## config.mk

```make
export PLATFORM = sky130hd
export DESIGN_NAME = irq_latch_ctrl
export DESIGN_NICKNAME = d
export VERILOG_FILES = /design/src/rtl/intc_pkg.sv /design/src/rtl/intc_addr_dec.sv /design/src/rtl/intc_pend.sv /design/src/rtl/intc_cause.sv /design/src/rtl/irq_latch_ctrl.sv
export SDC_FILE = /design/constraint.sdc
export NUM_CORES = 1
export LEC_CHECK = 0
export BUFFER_PORTS_ARGS = -buffer_cell sky130_fd_sc_hd__clkbuf_2
export CORE_ASPECT_RATIO = 0.9
export CORE_MARGIN = 2
export CORE_UTILIZATION = 40
export CTS_BUF_LIST = sky130_fd_sc_hd__clkbuf_4 sky130_fd_sc_hd__clkbuf_8
export CTS_CLUSTER_SIZE = 12
export DETAILED_ROUTE_END_ITERATION = 10
export HOLD_SLACK_MARGIN = 0.06
export MAX_ROUTING_LAYER = met4
export PLACE_DENSITY_LB_ADDON = 0.12
export SLEW_MARGIN = 20
export SYNTH_ARGS = -nofsm -noshare
export SYNTH_HDL_FRONTEND = slang
export SYNTH_SLANG_ARGS = --single-unit
```

## constraint.sdc

```tcl
create_clock -name clk -period 2.9 [get_ports clk]
set_input_delay 0.58 -clock clk [delete_from_list [all_inputs] [get_ports clk]]
set_output_delay 0.58 -clock clk [all_outputs]
set_load 0.05 [all_outputs]
```

## src/rtl/intc_pkg.sv

```systemverilog
package intc_pkg;

    localparam int DW = 32;

    // positions software may set in the CPU mask
    localparam logic [DW-1:0] MASK_WRITABLE = 32'h3C1F_FFFE;
    // summary positions inside the cause word
    localparam int SUM_ANY_POS = 0;
    localparam int SUM_CPU_POS = 30;
    // positions that come from event sources
    localparam logic [DW-1:0] SRC_BITS = ~((32'h1 << SUM_ANY_POS) | (32'h1 << SUM_CPU_POS));

    typedef enum logic [1:0] {
        SEL_NONE  = 2'd0,
        SEL_CAUSE = 2'd1,
        SEL_MASK  = 2'd2
    } reg_sel_e;

    typedef struct packed {
        logic          to_cause;
        logic          to_mask;
        logic [DW-1:0] data;
    } reg_wr_t;

    // insert both summary bits into a raw cause word
    function automatic logic [DW-1:0] add_summary(input logic [DW-1:0] raw,
                                                  input logic [DW-1:0] msk);
        logic [DW-1:0] res;
        res = raw & SRC_BITS;
        res[SUM_ANY_POS] = |res;
        res[SUM_CPU_POS] = |(res & msk & MASK_WRITABLE);
        return res;
    endfunction

endpackage

```

## src/rtl/intc_addr_dec.sv

```systemverilog
module intc_addr_dec
    import intc_pkg::*;
#(
    parameter int              ADDR_W    = 12,
    parameter logic [ADDR_W-1:0] CAUSE_OFS = 12'hC18,
    parameter logic [ADDR_W-1:0] MASK_OFS  = 12'hC1C
) (
    input  logic              wr_en,
    input  logic [ADDR_W-1:0] wr_addr,
    input  logic [DW-1:0]     wr_data,
    input  logic [ADDR_W-1:0] rd_addr,
    output reg_wr_t           wr,
    output reg_sel_e          rd_sel
);

    always_comb begin
        wr.to_cause = wr_en && (wr_addr == CAUSE_OFS);
        wr.to_mask  = wr_en && (wr_addr == MASK_OFS);
        wr.data     = wr_data;
    end

    always_comb begin
        if (rd_addr == CAUSE_OFS)
            rd_sel = SEL_CAUSE;
        else if (rd_addr == MASK_OFS)
            rd_sel = SEL_MASK;
        else
            rd_sel = SEL_NONE;
    end

endmodule

```

## src/rtl/intc_pend.sv

```systemverilog
module intc_pend
    import intc_pkg::*;
(
    input  logic          clk,
    input  logic          rst,
    input  logic          take,
    input  logic [DW-1:0] evt,
    output logic [DW-1:0] pend_q,
    output logic [DW-1:0] pend_all
);

    assign pend_all = pend_q | (evt & SRC_BITS);

    always_ff @(posedge clk) begin
        if (rst)
            pend_q <= '0;
        else if (take)
            pend_q <= '0;
        else
            pend_q <= pend_all;
    end

    // summary positions never collect
    p_no_summary_pend_r11: assert property (@(posedge clk) disable iff (rst)
        (pend_q & ~SRC_BITS) == '0);

endmodule

```

## src/rtl/intc_cause.sv

```systemverilog
module intc_cause
    import intc_pkg::*;
(
    input  logic          clk,
    input  logic          rst,
    input  reg_wr_t       wr,
    input  logic [DW-1:0] pend_all,
    output logic [DW-1:0] cause_q,
    output logic [DW-1:0] mask_q,
    output logic          irq_q
);

    logic [DW-1:0] cause_w;
    logic [DW-1:0] raw;
    logic [DW-1:0] mask_d;
    logic [DW-1:0] cause_d;
    logic          irq_d;

    always_comb begin
        cause_w = wr.to_cause ? (cause_q & wr.data) : cause_q;
        raw     = irq_q ? cause_w : (cause_w | pend_all);
        mask_d  = wr.to_mask ? (wr.data & MASK_WRITABLE) : mask_q;
        cause_d = add_summary(raw, mask_d);
        irq_d   = |(cause_d & mask_d);
    end

    always_ff @(posedge clk) begin
        if (rst) begin
            cause_q <= '0;
            mask_q  <= '0;
            irq_q   <= 1'b0;
        end else begin
            cause_q <= cause_d;
            mask_q  <= mask_d;
            irq_q   <= irq_d;
        end
    end

    p_clear_and_r1: assert property (@(posedge clk) disable iff (rst)
        (wr.to_cause && irq_q) |=>
            ((cause_q & SRC_BITS) == ($past(cause_q) & $past(wr.data) & SRC_BITS)));

    p_mask_store_r2: assert property (@(posedge clk) disable iff (rst)
        wr.to_mask |=> (mask_q == ($past(wr.data) & MASK_WRITABLE)));

    p_hold_high_r3: assert property (@(posedge clk) disable iff (rst)
        irq_q |=> ((cause_q & ~$past(cause_q) & SRC_BITS) == '0));

    p_sum_any_r5: assert property (@(posedge clk) disable iff (rst)
        cause_q[SUM_ANY_POS] == |(cause_q & SRC_BITS));

    p_sum_cpu_r6: assert property (@(posedge clk) disable iff (rst)
        cause_q[SUM_CPU_POS] == |(cause_q & mask_q & MASK_WRITABLE));

    p_irq_level_r7: assert property (@(posedge clk) disable iff (rst)
        irq_q == |(cause_q & mask_q));

endmodule

```

## src/rtl/irq_latch_ctrl.sv

```systemverilog
module irq_latch_ctrl
    import intc_pkg::*;
#(
    parameter int                ADDR_W    = 12,
    parameter logic [ADDR_W-1:0] CAUSE_OFS = 12'hC18,
    parameter logic [ADDR_W-1:0] MASK_OFS  = 12'hC1C
) (
    input  logic              clk,
    input  logic              rst,
    input  logic              wr_en,
    input  logic [ADDR_W-1:0] wr_addr,
    input  logic [31:0]       wr_data,
    input  logic [ADDR_W-1:0] rd_addr,
    output logic [31:0]       rd_data,
    input  logic [31:0]       evt_i,
    output logic              irq_o
);

    reg_wr_t       wr;
    reg_sel_e      rd_sel;
    logic [DW-1:0] pend_q;
    logic [DW-1:0] pend_all;
    logic [DW-1:0] cause_q;
    logic [DW-1:0] mask_q;

    intc_addr_dec #(
        .ADDR_W   (ADDR_W),
        .CAUSE_OFS(CAUSE_OFS),
        .MASK_OFS (MASK_OFS)
    ) u_dec (
        .wr_en  (wr_en),
        .wr_addr(wr_addr),
        .wr_data(wr_data),
        .rd_addr(rd_addr),
        .wr     (wr),
        .rd_sel (rd_sel)
    );

    intc_pend u_pend (
        .clk     (clk),
        .rst     (rst),
        .take    (!irq_o),
        .evt     (evt_i),
        .pend_q  (pend_q),
        .pend_all(pend_all)
    );

    intc_cause u_cause (
        .clk     (clk),
        .rst     (rst),
        .wr      (wr),
        .pend_all(pend_all),
        .cause_q (cause_q),
        .mask_q  (mask_q),
        .irq_q   (irq_o)
    );

    always_comb begin
        case (rd_sel)
            SEL_CAUSE: rd_data = cause_q;
            SEL_MASK:  rd_data = mask_q;
            default:   rd_data = '0;
        endcase
    end

    // everything pending at a low edge lands in cause
    p_merge_low_r4: assert property (@(posedge clk) disable iff (rst)
        !irq_o |=> ((cause_q & $past(pend_q)) == $past(pend_q)));

    // an event seen while high is kept in pending
    p_keep_event_r9: assert property (@(posedge clk) disable iff (rst)
        irq_o |=> ((pend_q & $past(evt_i) & SRC_BITS) == ($past(evt_i) & SRC_BITS)));

    // reset leaves output low and everything empty
    p_reset_clear_r10: assert property (@(posedge clk)
        rst |=> (!irq_o && cause_q == '0 && mask_q == '0 && pend_q == '0));

endmodule

```

==> results_dict.tcl <==
set metrics [dict create \
    synth-edff-count 0 \
    reg2regPathDepth 7 \
    viasPerCell 5.05 \
    crit_arrival_ns 3.19 \
    setup_viol 1 \
    syn_nets 559 \
    finalHoldViolCount 0 \
    end_kind "flop" \
    die-area_mm2 0.0106 \
    crit_fanout 13 \
    grt_pass1_vias 3711 \
    syn-instance-count 468 \
    final_common_cell "nor2_1" \
    ys_seq_area_share_pct 48.4 \
    max_slew_margin_pct 51.0 \
    insertion_delay_ns 0.36 \
    slew_viol_final 0 \
    reg2reg_setup_slack_ns 0.85 \
    drcViolationCount 0 \
    critPathMaxStageDelay_ns 0.60 \
    max_freq_mhz 340 \
    dieWidth_um 108 \
    use_met2_pct 34.5 \
    crit_chain "buf_6 -> or4_4 -> or4_4 -> buf_12 -> a21o_1 -> or4_4 -> nor4_4 -> nand2_1 -> a221o_1" \
    final_layout_size_suffix_gt1_share_pct 30.9 \
    worst_slack_ns -0.0370 \
    gp_congestion 0.858 \
    diodes 0 \
    final.period_utilization_pct 101 \
    cts_inserted_buffers 9 \
    path_class "in2reg" \
    portBuffers 119 \
    grt_overflow 0 \
    grt_max_degree 33 \
    vias 3724 \
    rsz0062_at_grt "true" \
    cts_root_buf "clkbuf_8" \
    area_delta_synth_final_pct 42.9 \
    yosys_warnings 0 \
    cellLeakagePower_nw 2.56 \
    critPathSlowestCell "or4_4" \
    p_per_area_mw_per_mm2 455 \
    initial_core_util_pct 40.9 \
    finalWirelength_mm 11.2 \
    cap_violations 0 \
    regToRegEndpoint "u_cause.irq_q$_SDFF_PP0_" \
    htree_levels 3 \
    core_mm2 0.00961 \
    antenna_found_initial 0 \
    failed_checks "setup timing" \
    hold_ws_ns 0.431 \
    place_ws_ns -0.511 \
    worst_pin_slew_ns 0.736 \
    grt_use_met1_pct 29.2 \
    grt_pass1_wl_mm 18.0 \
    grt_util_all_layers_pct 22.2 \
    clkSinkCount 95 \
    ios 124 \
    drtIter0Drc 96 \
    worstHoldPathCells 3 \
    syn_area_per_cell_um2 8.39 \
    fin_nets 697 \
    crit_top_cell "or4_4" \
    core.rowCount 34 \
    postCtsHoldBufs 0 \
    peakVddDrop_mv 0.212 \
    crit_required_ns 3.15 \
    final.min_clock_period_ns 2.94 \
    seqCellArea_mm2 0.00190 \
    holdCritPathClass "in2reg" \
    status "finished with violations" \
    synth_cell_types 29 \
    cts_buffer_depth 2 \
    multiInputGateArea_mm2 0.00198 \
    wl_per_cell_um 15.3 \
    start_kind "input port" \
    clk_pin_slew_worst_paths_ns 0.10 \
    skew_ns 0.00848 \
    grt-busiest-layer "met2" \
    critPathTopFamily "simple AND/OR/NAND/NOR gates" \
    hold_end "u_pend.pend_q[15]$_SDFF_PP0_" \
    async_flop_share_pct 0 \
    cts_tree "built" \
    cp_num_buf_inv 2 \
    most-common-layout-cells "nor2_1 (143), dfxtp_1 (95), clkbuf_2 (89)" \
    ant_nets 0 \
    grtUsageMet3_pct 3.14 \
    dr.pass1.iters 4 \
    ys.flop_type "dfxtp_1" \
    synth_area_mm2 0.00393 \
    reg2reg_from "u_cause.irq_q$_SDFF_PP0_" \
    min_from "evt_i[15]" \
    die_y_um 98.0 \
    synth-seq-cells 95 \
    fill_cells 875 \
    dp_hpwl_mm 8.15 \
]
synth_stat cells, types with 2 or more instances:
| master | number | area [µm²] |
|---|---|---|
| nand2_1 | 34 | 128 |
| clkbuf_1 | 16 | 60.1 |
| dfxtp_1 | 95 | 1900 |
| buf_1 | 3 | 11.3 |
| buf_2 | 5 | 25.0 |
| nor4_1 | 4 | 25.0 |
| nor2_1 | 143 | 537 |
| mux2i_1 | 56 | 561 |
| and2_1 | 8 | 50.1 |
| a21oi_1 | 27 | 135 |
| o21ai_0 | 30 | 150 |
| nor2b_1 | 6 | 37.5 |
| or4_4 | 3 | 33.8 |
| nand4_1 | 8 | 50.1 |
| a21o_1 | 4 | 30.0 |
| inv_1 | 2 | 7.51 |
| o22ai_1 | 12 | 75.1 |
worst min-delay path: cells and delay by family:
kind	cells	cell delay [ns]
simple gates	2	0.11
buf+inv	1	0.07
sequential cells by signal, summed over array words and instances, names as in the netlist:
| register | flops |
|---|---|
| u_cause.cause_q | 32 |
| u_pend.pend_q | 30 |
| u_cause.mask_q | 32 |
| u_cause.irq_q | 1 |
power breakdown:
group / internal, W / switching [W]
Combinational: 0.000122 / 0.000128
Sequential: 0.00134 / 0.0000276
Clock: 0.000470 / 0.000470
Total: 0.00193 / 0.000626
logic make-up after synthesis:
| family | after synthesis | share of synthesized area (%) |
|---|---|---|
| flip-flops | 95 | 48.4 |
| AO/OA/AOI/OAI | 78 | 11.0 |
| AND/OR/NAND/NOR | 212 | 23.4 |
| buffers and inverters | 27 | 2.93 |
| multiplexers | 56 | 14.3 |
what timing repair did:
action | CTS | global route
pin swaps | 1 | 0
buffers inserted | 1 | 0
hold endpoints to repair | 0 | 0
gates resized for setup | 3 | 3
setup endpoints to repair | 1 | 1
per-stage QoR:
stage	std cells	area [µm²]	total power (W)	setup TNS, ns	utilization (%)
floorplan	468	3980	0.00152	-0.155	-
global placement	720	5360	0.00164	-1.02	55.7
detailed placement	720	5360	0.00164	-1.04	55.7
CTS	737	5600	0.00257	-0.0146	58.2
global route	737	5610	0.00265	-0.104	58.4
finish	737	5610	0.00256	-0.0370	58.4
layout make-up:
cell class / count / area share, %
Clock buffer: 12 / 2.94
Timing Repair Buffer: 152 / 24.0
Tap cell: 126 / 2.81
Clock inverter: 4 / 0.936
Sequential cell: 95 / 33.9
Multi-Input combinational cell: 346 / 35.3
Inverter: 2 / 0.134
routing by layer:
layer	share of wire, %	wire [µm]	up-vias
met5	0	0	-
met4	2.0	227	0
met3	5.4	607	20
met2	46	5200	109
met1	46	5220	1729
li1	-	-	1866
worst max path at each step:
stage | from | endpoint | slack [ns] | cells after the start
finish | wr_addr[7] | u_cause.irq_q$_SDFF_PP0_ | -0.04 | 9
CTS | wr_addr[7] | u_cause.irq_q$_SDFF_PP0_ | -0.01 | 9
global route | wr_addr[7] | u_cause.irq_q$_SDFF_PP0_ | -0.10 | 9
global placement | wr_addr[7] | u_cause.irq_q$_SDFF_PP0_ | -0.52 | 9
detailed placement | wr_addr[7] | u_cause.irq_q$_SDFF_PP0_ | -0.51 | 9
floorplan | wr_addr[7] | u_cause.irq_q$_SDFF_PP0_ | -0.15 | 8
No activity file was read; power rests on OpenSTA's default activity.
